**src/rtl/pwm_bank_pkg.sv**
```systemverilog
package pwm_bank_pkg;

    localparam int POS_W  = 16;
    localparam int CODE_W = 3;
    localparam int LVL_W  = 2;
    localparam int PRE_W  = 10;

    // edge word: fall position high half, rise position low half
    typedef struct packed {
        logic [POS_W-1:0] fall_pos;
        logic [POS_W-1:0] rise_pos;
    } edge_cfg_t;

    // period word bits [22:0]
    typedef struct packed {
        logic [CODE_W-1:0] div_code;
        logic [LVL_W-1:0]  idle_lvl;
        logic [LVL_W-1:0]  act_lvl;
        logic [POS_W-1:0]  last_tick;
    } per_cfg_t;

    localparam int PER_BITS = $bits(per_cfg_t);

    function automatic int unsigned div_shift(input logic [CODE_W-1:0] code);
        case (code)
            3'd0:    return 0;
            3'd1:    return 1;
            3'd2:    return 2;
            3'd3:    return 3;
            3'd4:    return 4;
            3'd5:    return 6;
            3'd6:    return 8;
            default: return 10;
        endcase
    endfunction

endpackage

```
**src/rtl/pwm_ctrl_reg.sv**
```systemverilog
module pwm_ctrl_reg #(
    parameter int NCH    = 4,
    parameter int ADDR_W = 4
) (
    input  logic              clk,
    input  logic              rst_n,
    input  logic              wr_en,
    input  logic [ADDR_W-1:0] wr_addr,
    input  logic [NCH-1:0]    wr_bits,
    output logic [NCH-1:0]    run,
    output logic [NCH-1:0]    edge_we,
    output logic [NCH-1:0]    per_we
);

    localparam logic [ADDR_W-1:0] A_LOAD = ADDR_W'(0);
    localparam logic [ADDR_W-1:0] A_SET  = ADDR_W'(1);
    localparam logic [ADDR_W-1:0] A_CLR  = ADDR_W'(2);
    localparam int                CH_BASE = 4;

    logic [NCH-1:0] run_d, run_q;

    always_comb begin
        run_d = run_q;
        if (wr_en) begin
            case (wr_addr)
                A_LOAD:  run_d = wr_bits;
                A_SET:   run_d = run_q | wr_bits;
                A_CLR:   run_d = run_q & ~wr_bits;
                default: run_d = run_q;
            endcase
        end
    end

    always_ff @(posedge clk or negedge rst_n) begin
        if (!rst_n) run_q <= '0;
        else        run_q <= run_d;
    end

    assign run = run_q;

    for (genvar c = 0; c < NCH; c++) begin : g_dec
        assign edge_we[c] = wr_en && (wr_addr == ADDR_W'(CH_BASE + 2*c));
        assign per_we[c]  = wr_en && (wr_addr == ADDR_W'(CH_BASE + 2*c + 1));
    end

    p_set_alias_r7: assert property (@(posedge clk) disable iff (!rst_n)
        (wr_en && wr_addr == A_SET) |=> ((run_q & $past(wr_bits)) == $past(wr_bits))
                                       && ((run_q & ~$past(wr_bits)) == ($past(run_q) & ~$past(wr_bits))));

    p_clr_alias_r7: assert property (@(posedge clk) disable iff (!rst_n)
        (wr_en && wr_addr == A_CLR) |=> ((run_q & $past(wr_bits)) == '0)
                                       && ((run_q & ~$past(wr_bits)) == ($past(run_q) & ~$past(wr_bits))));

    p_load_r6: assert property (@(posedge clk) disable iff (!rst_n)
        (wr_en && wr_addr == A_LOAD) |=> (run_q == $past(wr_bits)));

    p_one_target_r8: assert property (@(posedge clk) disable iff (!rst_n)
        $onehot0({edge_we, per_we}));

endmodule

```
**src/rtl/pwm_prescale.sv**
```systemverilog
module pwm_prescale
    import pwm_bank_pkg::*;
(
    input  logic              clk,
    input  logic              rst_n,
    input  logic              run,
    input  logic [CODE_W-1:0] code,
    output logic              tick_end
);

    logic [PRE_W-1:0] cnt_d, cnt_q;
    logic [PRE_W-1:0] lim;
    logic [PRE_W-1:0] all_ones;

    assign all_ones = '1;

    always_comb begin
        lim      = all_ones >> (PRE_W - int'(div_shift(code)));
        tick_end = run && (cnt_q == lim);
        if (!run || tick_end) cnt_d = '0;
        else                  cnt_d = cnt_q + 1'b1;
    end

    always_ff @(posedge clk or negedge rst_n) begin
        if (!rst_n) cnt_q <= '0;
        else        cnt_q <= cnt_d;
    end

    p_pre_bound_r2: assert property (@(posedge clk) disable iff (!rst_n)
        cnt_q <= lim);

    p_pre_idle_r11: assert property (@(posedge clk) disable iff (!rst_n)
        !run |=> cnt_q == '0);

endmodule

```
**src/rtl/pwm_chan.sv**
```systemverilog
module pwm_chan
    import pwm_bank_pkg::*;
#(
    parameter int DATA_W = 32
) (
    input  logic              clk,
    input  logic              rst_n,
    input  logic              run,
    input  logic              edge_we,
    input  logic              per_we,
    input  logic [DATA_W-1:0] wdata,
    output logic              pad_o,
    output logic              pad_oe
);

    typedef struct packed {
        edge_cfg_t        sh_edge;
        edge_cfg_t        stg_edge;
        per_cfg_t         stg_per;
        logic             pend;
        edge_cfg_t        wk_edge;
        per_cfg_t         wk_per;
        logic [POS_W-1:0] tick;
        logic             phase;
    } chan_st_t;

    chan_st_t s_d, s_q;

    logic             tick_end;
    logic             wrap;
    logic             commit;
    logic             ph_now;
    logic [LVL_W-1:0] lvl;

    pwm_prescale u_pre (
        .clk      (clk),
        .rst_n    (rst_n),
        .run      (run),
        .code     (s_q.wk_per.div_code),
        .tick_end (tick_end)
    );

    always_comb begin
        s_d    = s_q;
        wrap   = tick_end && (s_q.tick == s_q.wk_per.last_tick);
        commit = s_q.pend && (!run || wrap);

        // rising edge has lower priority than falling edge
        if (!run)                                   ph_now = 1'b0;
        else if (s_q.tick == s_q.wk_edge.fall_pos)  ph_now = 1'b0;
        else if (s_q.tick == s_q.wk_edge.rise_pos)  ph_now = 1'b1;
        else                                        ph_now = s_q.phase;
        s_d.phase = ph_now;

        if (!run)          s_d.tick = '0;
        else if (wrap)     s_d.tick = '0;
        else if (tick_end) s_d.tick = s_q.tick + 1'b1;

        if (edge_we) s_d.sh_edge = edge_cfg_t'(wdata[2*POS_W-1:0]);

        if (commit) begin
            s_d.wk_edge = s_q.stg_edge;
            s_d.wk_per  = s_q.stg_per;
            s_d.pend    = 1'b0;
        end

        if (per_we) begin
            s_d.stg_edge = s_q.sh_edge;
            s_d.stg_per  = per_cfg_t'(wdata[PER_BITS-1:0]);
            s_d.pend     = 1'b1;
        end

        lvl    = ph_now ? s_q.wk_per.act_lvl : s_q.wk_per.idle_lvl;
        pad_oe = ~lvl[1];
        pad_o  = (lvl == 2'd1);
    end

    always_ff @(posedge clk or negedge rst_n) begin
        if (!rst_n) s_q <= '0;
        else        s_q <= s_d;
    end

    p_tick_bound_r3: assert property (@(posedge clk) disable iff (!rst_n)
        run |-> s_q.tick <= s_q.wk_per.last_tick);

    p_stop_clear_r11: assert property (@(posedge clk) disable iff (!rst_n)
        !run |=> (s_q.tick == '0) && !s_q.phase);

    p_stop_level_r11: assert property (@(posedge clk) disable iff (!rst_n)
        !run |-> (pad_oe == !s_q.wk_per.idle_lvl[1]));

    p_edge_only_r8: assert property (@(posedge clk) disable iff (!rst_n)
        (edge_we && !s_q.pend) |=> $stable(s_q.wk_edge) && $stable(s_q.wk_per));

    p_hold_until_wrap_r9: assert property (@(posedge clk) disable iff (!rst_n)
        (run && !wrap) |=> $stable(s_q.wk_per) && $stable(s_q.wk_edge));

endmodule

```
**src/rtl/pwm_bank.sv**
```systemverilog
module pwm_bank #(
    parameter int NCH    = 4,
    parameter int DATA_W = 32,
    parameter int ADDR_W = 4
) (
    input  logic              clk,
    input  logic              rst_n,
    input  logic              wr_en,
    input  logic [ADDR_W-1:0] wr_addr,
    input  logic [DATA_W-1:0] wr_data,
    output logic [NCH-1:0]    pwm_o,
    output logic [NCH-1:0]    pwm_oe
);

    localparam int LAST_ADDR = 4 + 2*NCH - 1;

    logic [NCH-1:0] run;
    logic [NCH-1:0] edge_we;
    logic [NCH-1:0] per_we;

    initial begin
        if (LAST_ADDR >= (1 << ADDR_W)) $error("ADDR_W too small for NCH");
        if (DATA_W < 32)                $error("DATA_W must be at least 32");
    end

    pwm_ctrl_reg #(
        .NCH    (NCH),
        .ADDR_W (ADDR_W)
    ) u_ctrl (
        .clk     (clk),
        .rst_n   (rst_n),
        .wr_en   (wr_en),
        .wr_addr (wr_addr),
        .wr_bits (wr_data[NCH-1:0]),
        .run     (run),
        .edge_we (edge_we),
        .per_we  (per_we)
    );

    for (genvar c = 0; c < NCH; c++) begin : g_ch
        pwm_chan #(
            .DATA_W (DATA_W)
        ) u_chan (
            .clk     (clk),
            .rst_n   (rst_n),
            .run     (run[c]),
            .edge_we (edge_we[c]),
            .per_we  (per_we[c]),
            .wdata   (wr_data),
            .pad_o   (pwm_o[c]),
            .pad_oe  (pwm_oe[c])
        );
    end

endmodule

```
**config.mk**
```make
export PLATFORM = sky130hd
export DESIGN_NAME = pwm_bank
export DESIGN_NICKNAME = d
export VERILOG_FILES = /design/src/rtl/pwm_bank_pkg.sv /design/src/rtl/pwm_ctrl_reg.sv /design/src/rtl/pwm_prescale.sv /design/src/rtl/pwm_chan.sv /design/src/rtl/pwm_bank.sv
export SDC_FILE = /design/constraint.sdc
export NUM_CORES = 1
export LEC_CHECK = 0
export BUFFER_PORTS_ARGS = -buffer_cell sky130_fd_sc_hd__buf_4
export CORE_MARGIN = 4
export CORE_UTILIZATION = 35
export DETAILED_ROUTE_END_ITERATION = 10
export HOLD_SLACK_MARGIN = 0.02
export SYNTH_ARGS = -nofsm -noshare
export SYNTH_HDL_FRONTEND = slang
export SYNTH_SLANG_ARGS = --single-unit
```
**constraint.sdc**
```tcl
create_clock -name clk -period 5.8 [get_ports clk]
set_input_delay 0.29 -clock clk [delete_from_list [all_inputs] [get_ports clk]]
set_output_delay 0.29 -clock clk [all_outputs]
set_load 0.01 [all_outputs]
```
* After elaboration in Yosys (flattened, before gate mapping) *
Cells that the tools add are included.

storage, ports and cells
  word-level logic and storage cells = 242
  register bits after elaboration = 684
  bits of input ports = 39
  memory bits (read-only) = 0
  output and inout port bits = 8
  RAM bits = 0
  latch bits = 0
  memories = 0

cells by class
  divide/modulo/power cells = 0
  multipliers = 0
  order comparisons = 0
  mux-type cells = 45
  $add $sub $neg = 12
  equal/unequal tests = 58
  reduce and logical (&&, ||, !) cells = 43
  shift-type cells = 4
  bitwise gates (word level) = 7

operators with widths
  cell                                                                     count
  56-bit 2-to-1 mux                                                        4
  16-bit equality test                                                     12
  16-bit 2-to-1 mux                                                        12
  10-bit by 32-bit right shift with 10-bit output, first input constant    4
  4-bit case mux with 7 select lines                                       4
  16-bit by 1-bit adder with 16-bit output, second input constant          4
  10-bit by 1-bit adder with 10-bit output, second input constant          4
  10-bit equality test                                                     4
  10-bit 2-to-1 mux                                                        4
  3-bit equality test, second input constant                               12
  3-bit by 2-bit equality test with 1-bit output, second input constant    8
  1-bit logical AND                                                        20
  4-bit by 4-bit subtractor with 5-bit output, first input constant        4
  4-bit by 3-bit equality test with 1-bit output, second input constant    4
  4-bit equality test, second input constant                               4
  1-bit 2-to-1 mux                                                         16
  3-bit by 1-bit equality test with 1-bit output, second input constant    4
  3-bit logical NOT                                                        4
  3-bit by 1-bit inequality test with 1-bit output, second input constant  4
  4-bit case mux with 3 select lines                                       1
  2-bit by 1-bit equality test with 1-bit output, second input constant    4
  1-bit logical OR                                                         8
  2-bit 2-to-1 mux                                                         4
  2-bit nonzero test                                                       4
  10 further kinds                                                         16

* Depth between registers and ports, before layout *
Gate-level depths: netlist (run 1).

  word-level depth = 11
  gate-level depth with buffers = 15
  depth with buffers taken out = 11

* Modules after synthesis *
From an unflattened synthesis (run 1), not the netlist that was laid out.

second synthesis, totals
  cell total of the unflattened synthesis = 3116
  area total of the unflattened synthesis = 34642.0 um2

by module, submodules not included
  module        area each (um2)  cells each  sequential area each (um2)  times used
  pwm_chan      7733.7           660         4003.8                      4
  pwm_prescale  862.1            112         250.2                       4
  pwm_ctrl_reg  259.0            28          100.1                       1

* Least setup slack after synthesis (run 1) *
No wires, ideal clock.

  path kind = register to register
  start point = reg g_ch[3].u_chan.s_q[39] in the netlist's numbering
  end point = reg g_ch[3].u_chan.s_q[32] in the netlist's numbering
  path buffers = 5
  library setup time = 0.125 ns
  data arrival time = 3.256 ns
  setup slack = 2.420 ns
  stages on the path, launching flop included = 14
  period minus slack after synthesis = 3.380 ns
  cells stage by stage = dfrtp_1 buf_2 mux2_2 ha_1 buf_2 buf_2 o311ai_0 o21ai_0 a2111oi_2 o2111ai_1 a21boi_1 buf_4 buf_6 mux2_2

between the ends
  word-level cells in the longest chain between the ends = 9

RTL lines
  item                                                 RTL line            source
  start, declared                                      pwm_chan.sv:27      chan_st_t s_d, s_q;
  3-bit equality test, or another cell as far along    pwm_bank_pkg.sv:25  case (code)
  4-bit case mux with 7 select lines (*)               pwm_bank_pkg.sv:25
  4-bit by 4-bit subtractor with 5-bit output (*)      pwm_prescale.sv:18  lim = all_ones >> (PRE_W - int'(div_shift(code)));
  10-bit by 32-bit right shift with 10-bit output (*)  pwm_prescale.sv:18
  10-bit equality test (*)                             pwm_prescale.sv:19  tick_end = run && (cnt_q == lim);
  1-bit logical AND (*)                                pwm_prescale.sv:19
  1-bit logical AND (*)                                pwm_chan.sv:45      wrap = tick_end && (s_q.tick == s_q.wk_per.last_tick);
  1-bit logical OR (*)                                 pwm_chan.sv:46      commit = s_q.pend && (!run || wrap);
  1-bit logical AND (*)                                pwm_chan.sv:46

Every way passes the cells marked *; elsewhere a longest branch is shown, timed or not.
A chain may end at the register's enable or synchronous reset.

* Final worst setup path (run 1) *
  start point = reg g_ch[0].u_chan.s_q[39] in the netlist's numbering
  end point = reg g_ch[0].u_chan.s_q[68] in the netlist's numbering

between the ends
  word-level cells in the longest chain between the ends = 9

RTL lines
  item                                                 RTL line
  start, declared                                      pwm_chan.sv:27
  3-bit equality test, or another cell as far along    pwm_bank_pkg.sv:25
  4-bit case mux with 7 select lines (*)               pwm_bank_pkg.sv:25
  4-bit by 4-bit subtractor with 5-bit output (*)      pwm_prescale.sv:18
  10-bit by 32-bit right shift with 10-bit output (*)  pwm_prescale.sv:18
  10-bit equality test (*)                             pwm_prescale.sv:19
  1-bit logical AND (*)                                pwm_prescale.sv:19
  1-bit logical AND (*)                                pwm_chan.sv:45
  1-bit logical OR (*)                                 pwm_chan.sv:46
  1-bit logical AND (*)                                pwm_chan.sv:46

Marks and branches as above.

==> results.cfg, run 1 <==
[run_status]
status = finished clean

[synth]
synth_nets = 2474
seq_area_frac_synth_pct = 54.1
synth_edf_count = 0
ys_types = 80
synth_warnings = 0
ys.flop_type = dfrtp_1
synthCells = 2419
async_flop_share_pct = 100
syn_avg_cell_area_um2 = 13.1
synth.cell_area_um2 = 31600
synth_seq_cells = 684

[clocking]
cts_tree = built
cts_buffers = 76
cts_resized = 0
cts.clk_slew.worst_paths_ns = 0.06
cts_root_buffer = clkbuf_16
cts.sinks = 684
clockBufferDepth = 3
postCtsSetupBuffers = 0
htree_levels = 3
worstSkewPairLatency_ns = 0.60

[sta]
hold_slack_ns = 0.0692
post-route-period-util_pct = 74.5
fmax_mhz = 232
tightest_slew_ns = 1.14
rsz0062_at_grt = no
setup_viol = 0
drv_slew = 0
hold_viol_final = 0
finalCriticalPeriod_ns = 4.32
skew_ns = 0.0150
maxSlewHeadroom_pct = 24.2
setup_tns_ns = 0

[floorplan]
core_area_um2 = 89100
start_util_pct = 35.5
rows = 109
die_h_um = 309
dieArea_um2 = 95200
fp.dieW_um = 309
pin_count = 47

[run]
maxCapViolCount = 0

[placement]
place_area_um2 = 32800
dp.cells = 3475
place.gp.congestion = 0.835
post-dp-hpwl_um = 46100
io_buffers = 46

[power]
power_frac_seq_pct = 45.1
power.density_nw_per_um2 = 429
netSwitchingFraction_pct = 29.2
p_int_mw = 10.8
p_leak_nw = 16.4
pwr-share-comb_pct = 23.1
clkPwrFrac_pct = 31.9
peakVddDrop_mv = 0.277
total_power_mw = 15.2
p_sw_mw = 4.43

[worst_setup_path]
endpoint = g_ch[0].u_chan.s_q[68]
rr_startpoint = g_ch[0].u_chan.s_q[39]
r2r_end = g_ch[0].u_chan.s_q[68]
critPathArrivalTime_ns = 4.80
crit_start = g_ch[0].u_chan.s_q[39]
critPathKind = register to register
required_ns = 6.28
rr_worst_depth = 10
path_max_fanout = 31
reg2reg_slack_ns = 1.48
end_kind = register
start_kind = register

[route]
wl_um = 71600
initialDrtViolationCount = 1225
ant_nets = 0
wire_per_inst_um = 19.8
remaining_drc_errors = 0
viasPerCell = 5.19
drt_pre_antenna_iters = 5
dr_total_vias = 18807

[final_layout]
fin_area_um2 = 35400
area_delta_synth_final_pct = 12.0
fin_cells = 3623
final_common_cell = dfrtp_1
drive_above_1_share_pct = 31.5
mostFrequentLayoutCells = dfrtp_1 (684), mux2_2 (462), xor2_1 (140), xnor2_1 (104), mux2_4 (96)
fillers = 8243
layout.nets = 2453
multi_input_area_um2 = 13600
seqCellArea_um2 = 17100

[global_routing]
grt_pass1_vias = 19571
antenna_found_initial = 13
overflow = 0
grt_max_degree = 185
grt_pass1_wl_um = 114000
grtUsageTotal_pct = 15.3

[worst_hold_path]
hold_class = input pin to register
-- logic make-up (layout without fill, tap and decap cells) --
group / Yosys count / count (layout) / share of synthesized area, %
AOI/OAI and AO/OA: 234 / 234 / 5.17
xor gates and xnor gates: 245 / 245 / 6.81
buffers and inverters: 195 / 230 / 3.15
muxes: 592 / 592 / 22.2
and+or+nand+nor: 453 / 453 / 7.93
adders and majority gates: 16 / 16 / 0.633
DFF: 684 / 684 / 54.1
other: 0 / 4 / 0
-- cell usage after synthesis, types with 6 or more instances --
cell type | count | area [um^2]
nand4_1 | 28 | 175
xnor2_1 | 104 | 911
mux2_1 | 17 | 191
and3_1 | 34 | 213
nand2b_1 | 24 | 150
nand3_1 | 57 | 285
o21ai_0 | 53 | 265
mux2_4 | 96 | 1440
xor2_1 | 140 | 1230
a21o_1 | 8 | 60.1
a211oi_1 | 6 | 45.0
o31ai_1 | 16 | 120
a21oi_1 | 59 | 295
nor2b_1 | 22 | 138
mux2i_1 | 17 | 170
nor3_1 | 23 | 115
o2bb2ai_1 | 7 | 61.3
inv_1 | 23 | 86.3
o21a_1 | 9 | 67.6
or3_1 | 15 | 93.8
nand2_1 | 59 | 221
buf_6 | 16 | 180
or4_1 | 21 | 158
dfrtp_1 | 684 | 17100
nor4_1 | 38 | 238
o211ai_1 | 10 | 75.1
nand3b_1 | 14 | 105
mux2_2 | 462 | 5200
ha_1 | 16 | 200
buf_2 | 18 | 90.1
buf_1 | 13 | 48.8
nor2_1 | 77 | 289
clkbuf_1 | 109 | 409
and2_1 | 13 | 81.3
buf_4 | 11 | 82.6
-- power by group through the flow --
stage	combinational (mW)	clock, mW	sequential, mW
after global placement	3.40	0	6.87
after floorplan	2.92	0	6.53
after CTS	3.55	4.98	6.86
after global routing	3.87	5.18	7.01
after detailed placement	3.52	0	6.93
final	3.50	4.84	6.84
-- worst max-delay path: stages (launching register included) --
cell	delay, ns
dfrtp_1	0.59
mux2_2	0.41
ha_1	0.33
and3_1	0.26
a211o_1	0.30
xnor2_1	0.13
a311oi_1	0.54
a31o_2	0.44
nand2_2	0.41
buf_4	0.42
mux2_2	0.33
-- per-stage QoR --
| stage | util (%) | setup slack (ns) |
|---|---|---|
| 2_1_floorplan | - | 2.42 |
| 3_3_place_gp | 36.8 | 1.66 |
| 3_5_place_dp | 36.8 | 1.54 |
| 4_1_cts | 39.8 | 1.51 |
| 5_1_grt | 39.8 | 1.18 |
| 6_report | 39.8 | 1.48 |
-- worst min-delay path by stage --
stage | to | depth (start not counted) | from | slack (ns)
2_1_floorplan | g_ch[0].u_chan.s_q[0] | 0 | rst_n | -0.006
3_3_place_gp | g_ch[2].u_chan.s_q[37] | 1 | rst_n | 0.37
3_5_place_dp | g_ch[2].u_chan.s_q[39] | 1 | rst_n | 0.38
4_1_cts | u_ctrl.run[3] | 3 | wr_addr[3] | 0.02
5_1_grt | u_ctrl.run[2] | 3 | wr_addr[3] | 0.05
6_report | u_ctrl.run[3] | 3 | wr_addr[3] | 0.07
-- routing by layer --
layer / share of wire [%] / GRT usage [%]
met5: 0.018 / 0
met4: 1.9 / 3.92
met3: 4.5 / 2.46
met2: 47 / 24.5
met1: 47 / 21.7
-- state kept, by name, indices dropped and copies added (netlist names) --
register                 flops
g_ch.u_chan.s_q            640
g_ch.u_chan.u_pre.cnt_q     40
u_ctrl.run                   4
-- area by class of cell --
class	instances	share of cell area (%)
inverter	23	0.244
timing repair buffer	73	1.78
tap	1165	4.12
sequential	684	48.3
multi-input combinational	1540	38.4
antenna	4	0.0283
clock inverter	19	0.664
clock buffer	115	6.47
-- timing repair --
action                     4_1_cts  5_1_grt
hold buffers                    10        0
setup endpoints to repair        0        0
hold endpoints to repair       119        0
No activity file was read; power rests on OpenSTA's default activity.
==> run 2: changes to the inputs <==
- clock period: 5.8 -> 3.64 ns (I/O delays scaled with it)
==> results.cfg, run 2 (same netlist as run 1, synthesis figures left out) <==
[sta]
hold_slack_ns = 0.0419
tightest_slew_ns = 1.07
post-route-period-util_pct = 98.1
fmax_mhz = 280
setup_tns_ns = 0
drv_slew = 0
setup_slack_ns = 0.0675
finalCriticalPeriod_ns = 3.57
hold_viol_final = 0
rsz0062_at_grt = no
setup_viol = 0
maxSlewHeadroom_pct = 28.4
skew_ns = 0.0272

[worst_hold_path]
min_from = wr_data[8]
hold_class = input pin to register

[final_layout]
drive_above_1_share_pct = 32.9
fin_cells = 3702
area_delta_synth_final_pct = 14.6
top_register = g_ch.u_chan.s_q
final_common_cell = dfrtp_1
mostFrequentLayoutCells = dfrtp_1 (684), mux2_2 (462), xor2_1 (140), xnor2_1 (104), mux2_4 (96)
fillers = 8251
largest_register_ffs = 640
layout.nets = 2527
fin_util_pct = 40.7

[worst_setup_path]
required_ns = 3.46
start_kind = register
critPathKind = register to output pin
path_max_fanout = 5
end_kind = output pin
critPathArrivalTime_ns = 3.39
crit_start = g_ch[3].u_chan.s_q[16]
rr_startpoint = g_ch[3].u_chan.s_q[37]

[placement]
post-dp-hpwl_um = 48600
place.gp.congestion = 0.804
dp.cells = 3524
pre_cts_ws_ns = 0.134
io_buffers = 46

[route]
wl_um = 73300
remaining_drc_errors = 0
viasPerCell = 5.16
ant_nets = 0
drt_pre_antenna_iters = 5
dr_total_vias = 19113
wire_per_inst_um = 19.8
initialDrtViolationCount = 1072

[floorplan]
fp.dieW_um = 309
die_h_um = 309
start_util_pct = 35.5
pin_count = 47
rows = 109
dieArea_um2 = 95200
core_area_um2 = 89100

[global_routing]
grtUsageTotal_pct = 15.6
overflow = 0
antenna_found_initial = 12
grt_pass1_wl_um = 117000
grt_max_degree = 105
grt_pass1_vias = 19860

[power]
power.density_nw_per_um2 = 679
p_leak_nw = 16.8
peakVddDrop_mv = 0.423

[run]
maxCapViolCount = 0

[clocking]
cts.sinks = 684
clockBufferDepth = 3
htree_levels = 3
cts_buffers = 76
cts_tree = built
postCtsSetupBuffers = 0
cts_root_buffer = clkbuf_16
cts.clk_slew.worst_paths_ns = 0.06
worstSkewPairLatency_ns = 0.63

[run_status]
status = finished clean
-- run 2: area by class of cell --
| cell class | count | area [um^2] | area share [%] |
|---|---|---|---|
| Clock inverter | 36 | 393 | 1.08 |
| Tap cell | 1165 | 1460 | 4.02 |
| Inverter | 23 | 86.3 | 0.238 |
| Sequential cell | 684 | 17100 | 47.2 |
| Timing Repair Buffer | 147 | 1400 | 3.86 |
| Antenna cell | 3 | 7.51 | 0.0207 |
| Multi-Input combinational cell | 1540 | 13600 | 37.6 |
| Clock buffer | 104 | 2170 | 5.98 |
-- run 2: per-stage QoR --
step / total power, mW / cell area [um^2]
6_report: 24.6 / 36200
5_1_grt: 26.0 / 36200
4_1_cts: 24.9 / 36200
3_5_place_dp: 16.9 / 33300
3_3_place_gp: 16.7 / 33300
2_1_floorplan: 15.1 / 31600
-- run 2: path summary, 6_finish.rpt --
kind,to,slack (ns),cells after the start
setup / recovery,pwm_oe[3],0.07,6
hold / removal,g_ch[0].u_chan.s_q[136],0.04,2
setup reg to reg,g_ch[3].u_chan.s_q[30],0.21,10
hold reg to reg,g_ch[1].u_chan.s_q[43],0.48,1
max in group asynchronous,g_ch[0].u_chan.s_q[7],2.40,3
min in group asynchronous,g_ch[2].u_chan.s_q[95],0.19,2
-- run 2: what timing repair did --
| item | 4_1_cts | 5_1_grt |
|---|---|---|
| hold buffers | 34 | 1 |
| gates resized for setup | 0 | 4 |
| setup endpoints to repair | 0 | 83 |
| hold endpoints to repair | 249 | 2 |
-- run 2: routing by layer --
metal	vias to the layer above	GRT usage, %	part of all wire [%]
met1	9873	22.0	47
met2	419	24.5	46
li1	8703	-	-
met5	-	0	0.055
met4	6	4.46	2.5
met3	112	2.92	4.8
-- run 2: report_power, final --
part / internal (mW) / total, mW / switching, mW
registers: 9.48 / 10.8 / 1.35
clock network: 4.57 / 7.75 / 3.18
logic: 3.20 / 6.03 / 2.83
total: 17.2 / 24.6 / 7.36
-- run 2: worst max-delay path, cell delays in order, from the launching register on --
cell and delay (ns):
dfrtp_1 0.46, xor2_1 0.23, nor4_1 0.41, a41oi_1 0.20, nor3_1 0.63, mux2i_1 0.59, buf_4 0.22
==> run 3: changes to the inputs <==
--- a/config.mk
+++ b/config.mk
@@ -8,7 +8,8 @@
 export BUFFER_PORTS_ARGS = -buffer_cell sky130_fd_sc_hd__buf_4
 export CORE_MARGIN = 4
-export CORE_UTILIZATION = 35
+export CORE_UTILIZATION = 30
 export DETAILED_ROUTE_END_ITERATION = 10
 export HOLD_SLACK_MARGIN = 0.02
+export RECOVER_POWER = 25
 export SYNTH_ARGS = -nofsm -noshare
 export SYNTH_HDL_FRONTEND = slang
==> constraint.sdc (replaced) <==
create_clock -name clk -period 3.64 [get_ports clk]
set_input_delay 0.182 -clock clk [delete_from_list [all_inputs] [get_ports clk]]
set_output_delay 0.182 -clock clk [all_outputs]
set_load 0.005 [all_outputs]
==> results.cfg, run 3 (same netlist as run 1, synthesis figures left out) <==
[route]
initialDrtViolationCount = 1231
remaining_drc_errors = 0
ant_nets = 0
dr_total_vias = 18740
viasPerCell = 4.81
drt_pre_antenna_iters = 5
wire_per_inst_um = 18.9
wl_um = 73400

[sta]
hold_slack_ns = 0.0418
setup_viol = 0
skew_ns = 0.0314
maxSlewHeadroom_pct = -91.4
finalCriticalPeriod_ns = 3.43
tightest_slew_ns = 2.87
hold_viol_final = 0
drv_slew = 97
post-route-period-util_pct = 94.3
fmax_mhz = 291

[worst_setup_path]
path_max_fanout = 16
required_ns = 4.12
slowest_stage = dfrtp_1
slowest_delay_ns = 0.47
crit_family = multiplexers
start_kind = register
cp.buffers_inverters = 2
critPathArrivalTime_ns = 3.92
critPathKind = register to register
path_cells = mux2_2 -> ha_1 -> buf_4 -> xnor2_2 -> mux2_2 -> nand3_1 -> nand3_1 -> a41oi_2 -> nand2b_4 -> buf_12 -> mux2_2
crit_top_cell = mux2_2
end_kind = register

[global_routing]
grtUsageTotal_pct = 13.2
grt_pass1_wl_um = 116000
grt_max_degree = 100
grt_pass1_vias = 18955
overflow = 0
antenna_found_initial = 9

[floorplan]
die_h_um = 333
core_area_um2 = 104000
fp.dieW_um = 333
dieArea_um2 = 111000
start_util_pct = 30.4
rows = 118
pin_count = 47

[final_layout]
mostFrequentLayoutCells = dfrtp_1 (684), mux2_2 (462), xor2_1 (140), xnor2_1 (104), mux2_4 (96)
area_delta_synth_final_pct = 14.6
final_common_cell = dfrtp_1
largest_register_ffs = 640
top_register = g_ch.u_chan.s_q
layout.nets = 2515
drive_above_1_share_pct = 32.6
fin_area_um2 = 36200

[run_status]
violations = max-capacitance violations, max-slew violations
status = complete, but fails checks

[power]
power.density_nw_per_um2 = 676
p_leak_nw = 16.7
peakVddDrop_mv = 0.428
total_power_mw = 24.5

[placement]
io_buffers = 46
post-dp-hpwl_um = 47700
place_area_um2 = 33500
place.gp.congestion = 0.816

[clocking]
clockBufferDepth = 3
htree_levels = 3
worstSkewPairLatency_ns = 0.63
cts.sinks = 684
cts_root_buffer = clkbuf_16
postCtsSetupBuffers = 0
cts_buffers = 75
cts_tree = built
cts.clk_slew.worst_paths_ns = 0.07

[worst_hold_path]
hold_class = input pin to register

[run]
maxCapViolCount = 1
==> run 3: cell types whose count changed in the layout (fill, tap and decap cells not counted), sizes merged <==
cell,change
buf,-11
clkinv,-11
dlygate4sd3,-10
clkbuf,+8
bufinv,+3
clkinvlp,-3
inv,+3
diode,-1
==> run 3: final timing paths <==
kind / start / to / slack, ns / depth (start not counted)
max in group asynchronous: rst_n / g_ch[0].u_chan.u_pre.cnt_q[6] / 0.70 / 3
min: wr_data[6] / g_ch[1].u_chan.s_q[79] / 0.04 / 2
min in group asynchronous: rst_n / g_ch[1].u_chan.s_q[105] / 1.02 / 2
max reg2reg: g_ch[1].u_chan.s_q[37] / g_ch[1].u_chan.s_q[55] / 0.21 / 11
max: g_ch[1].u_chan.s_q[37] / g_ch[1].u_chan.s_q[55] / 0.21 / 11
min reg2reg: g_ch[1].u_chan.s_q[117] / g_ch[1].u_chan.s_q[61] / 0.49 / 1
==> run 3: final cells by class <==
type                            count  area [um^2]
Antenna cell                        2         5.00
Clock buffer                      102         2130
Clock inverter                     28          390
Fill cell                       10087        67800
Inverter                           23         86.3
Multi-Input combinational cell   1540        13600
Sequential cell                   684        17100
Tap cell                         1380         1730
Timing Repair Buffer              136         1190
==> run 3: stage by stage <==
step | worst slack (ns) | util [%] | TNS [ns] | cells
detailed placement | 0.0181 | 32.2 | 0 | 3738
global placement | 0.0703 | 32.2 | 0 | 3738
floorplan | 0.260 | - | 0 | 2419
CTS | 0.00206 | 34.9 | 0 | 3893
finish | 0.206 | 34.8 | 0 | 3895
global route | -0.0123 | 34.8 | -0.0180 | 3893
==> run 3: layer usage <==
layer	vias up	share of wire, %	track usage, %
met5	-	0	0
li1	8680	-	-
met4	0	2.2	3.64
met2	336	44	19.8
met3	90	4.1	2.27
met1	9634	50	19.7
==> run 3: where the power goes <==
group	switching (mW)	leakage [nW]	internal [mW]
Clock	3.11	1.24	4.68
Sequential	1.30	8.90	9.48
Combinational	2.78	6.53	3.15
==> run 3: what timing repair did <==
action                     CTS  global route
gates resized for setup      0             2
hold buffers                25             0
setup endpoints to repair    0            62
hold endpoints to repair   177             0
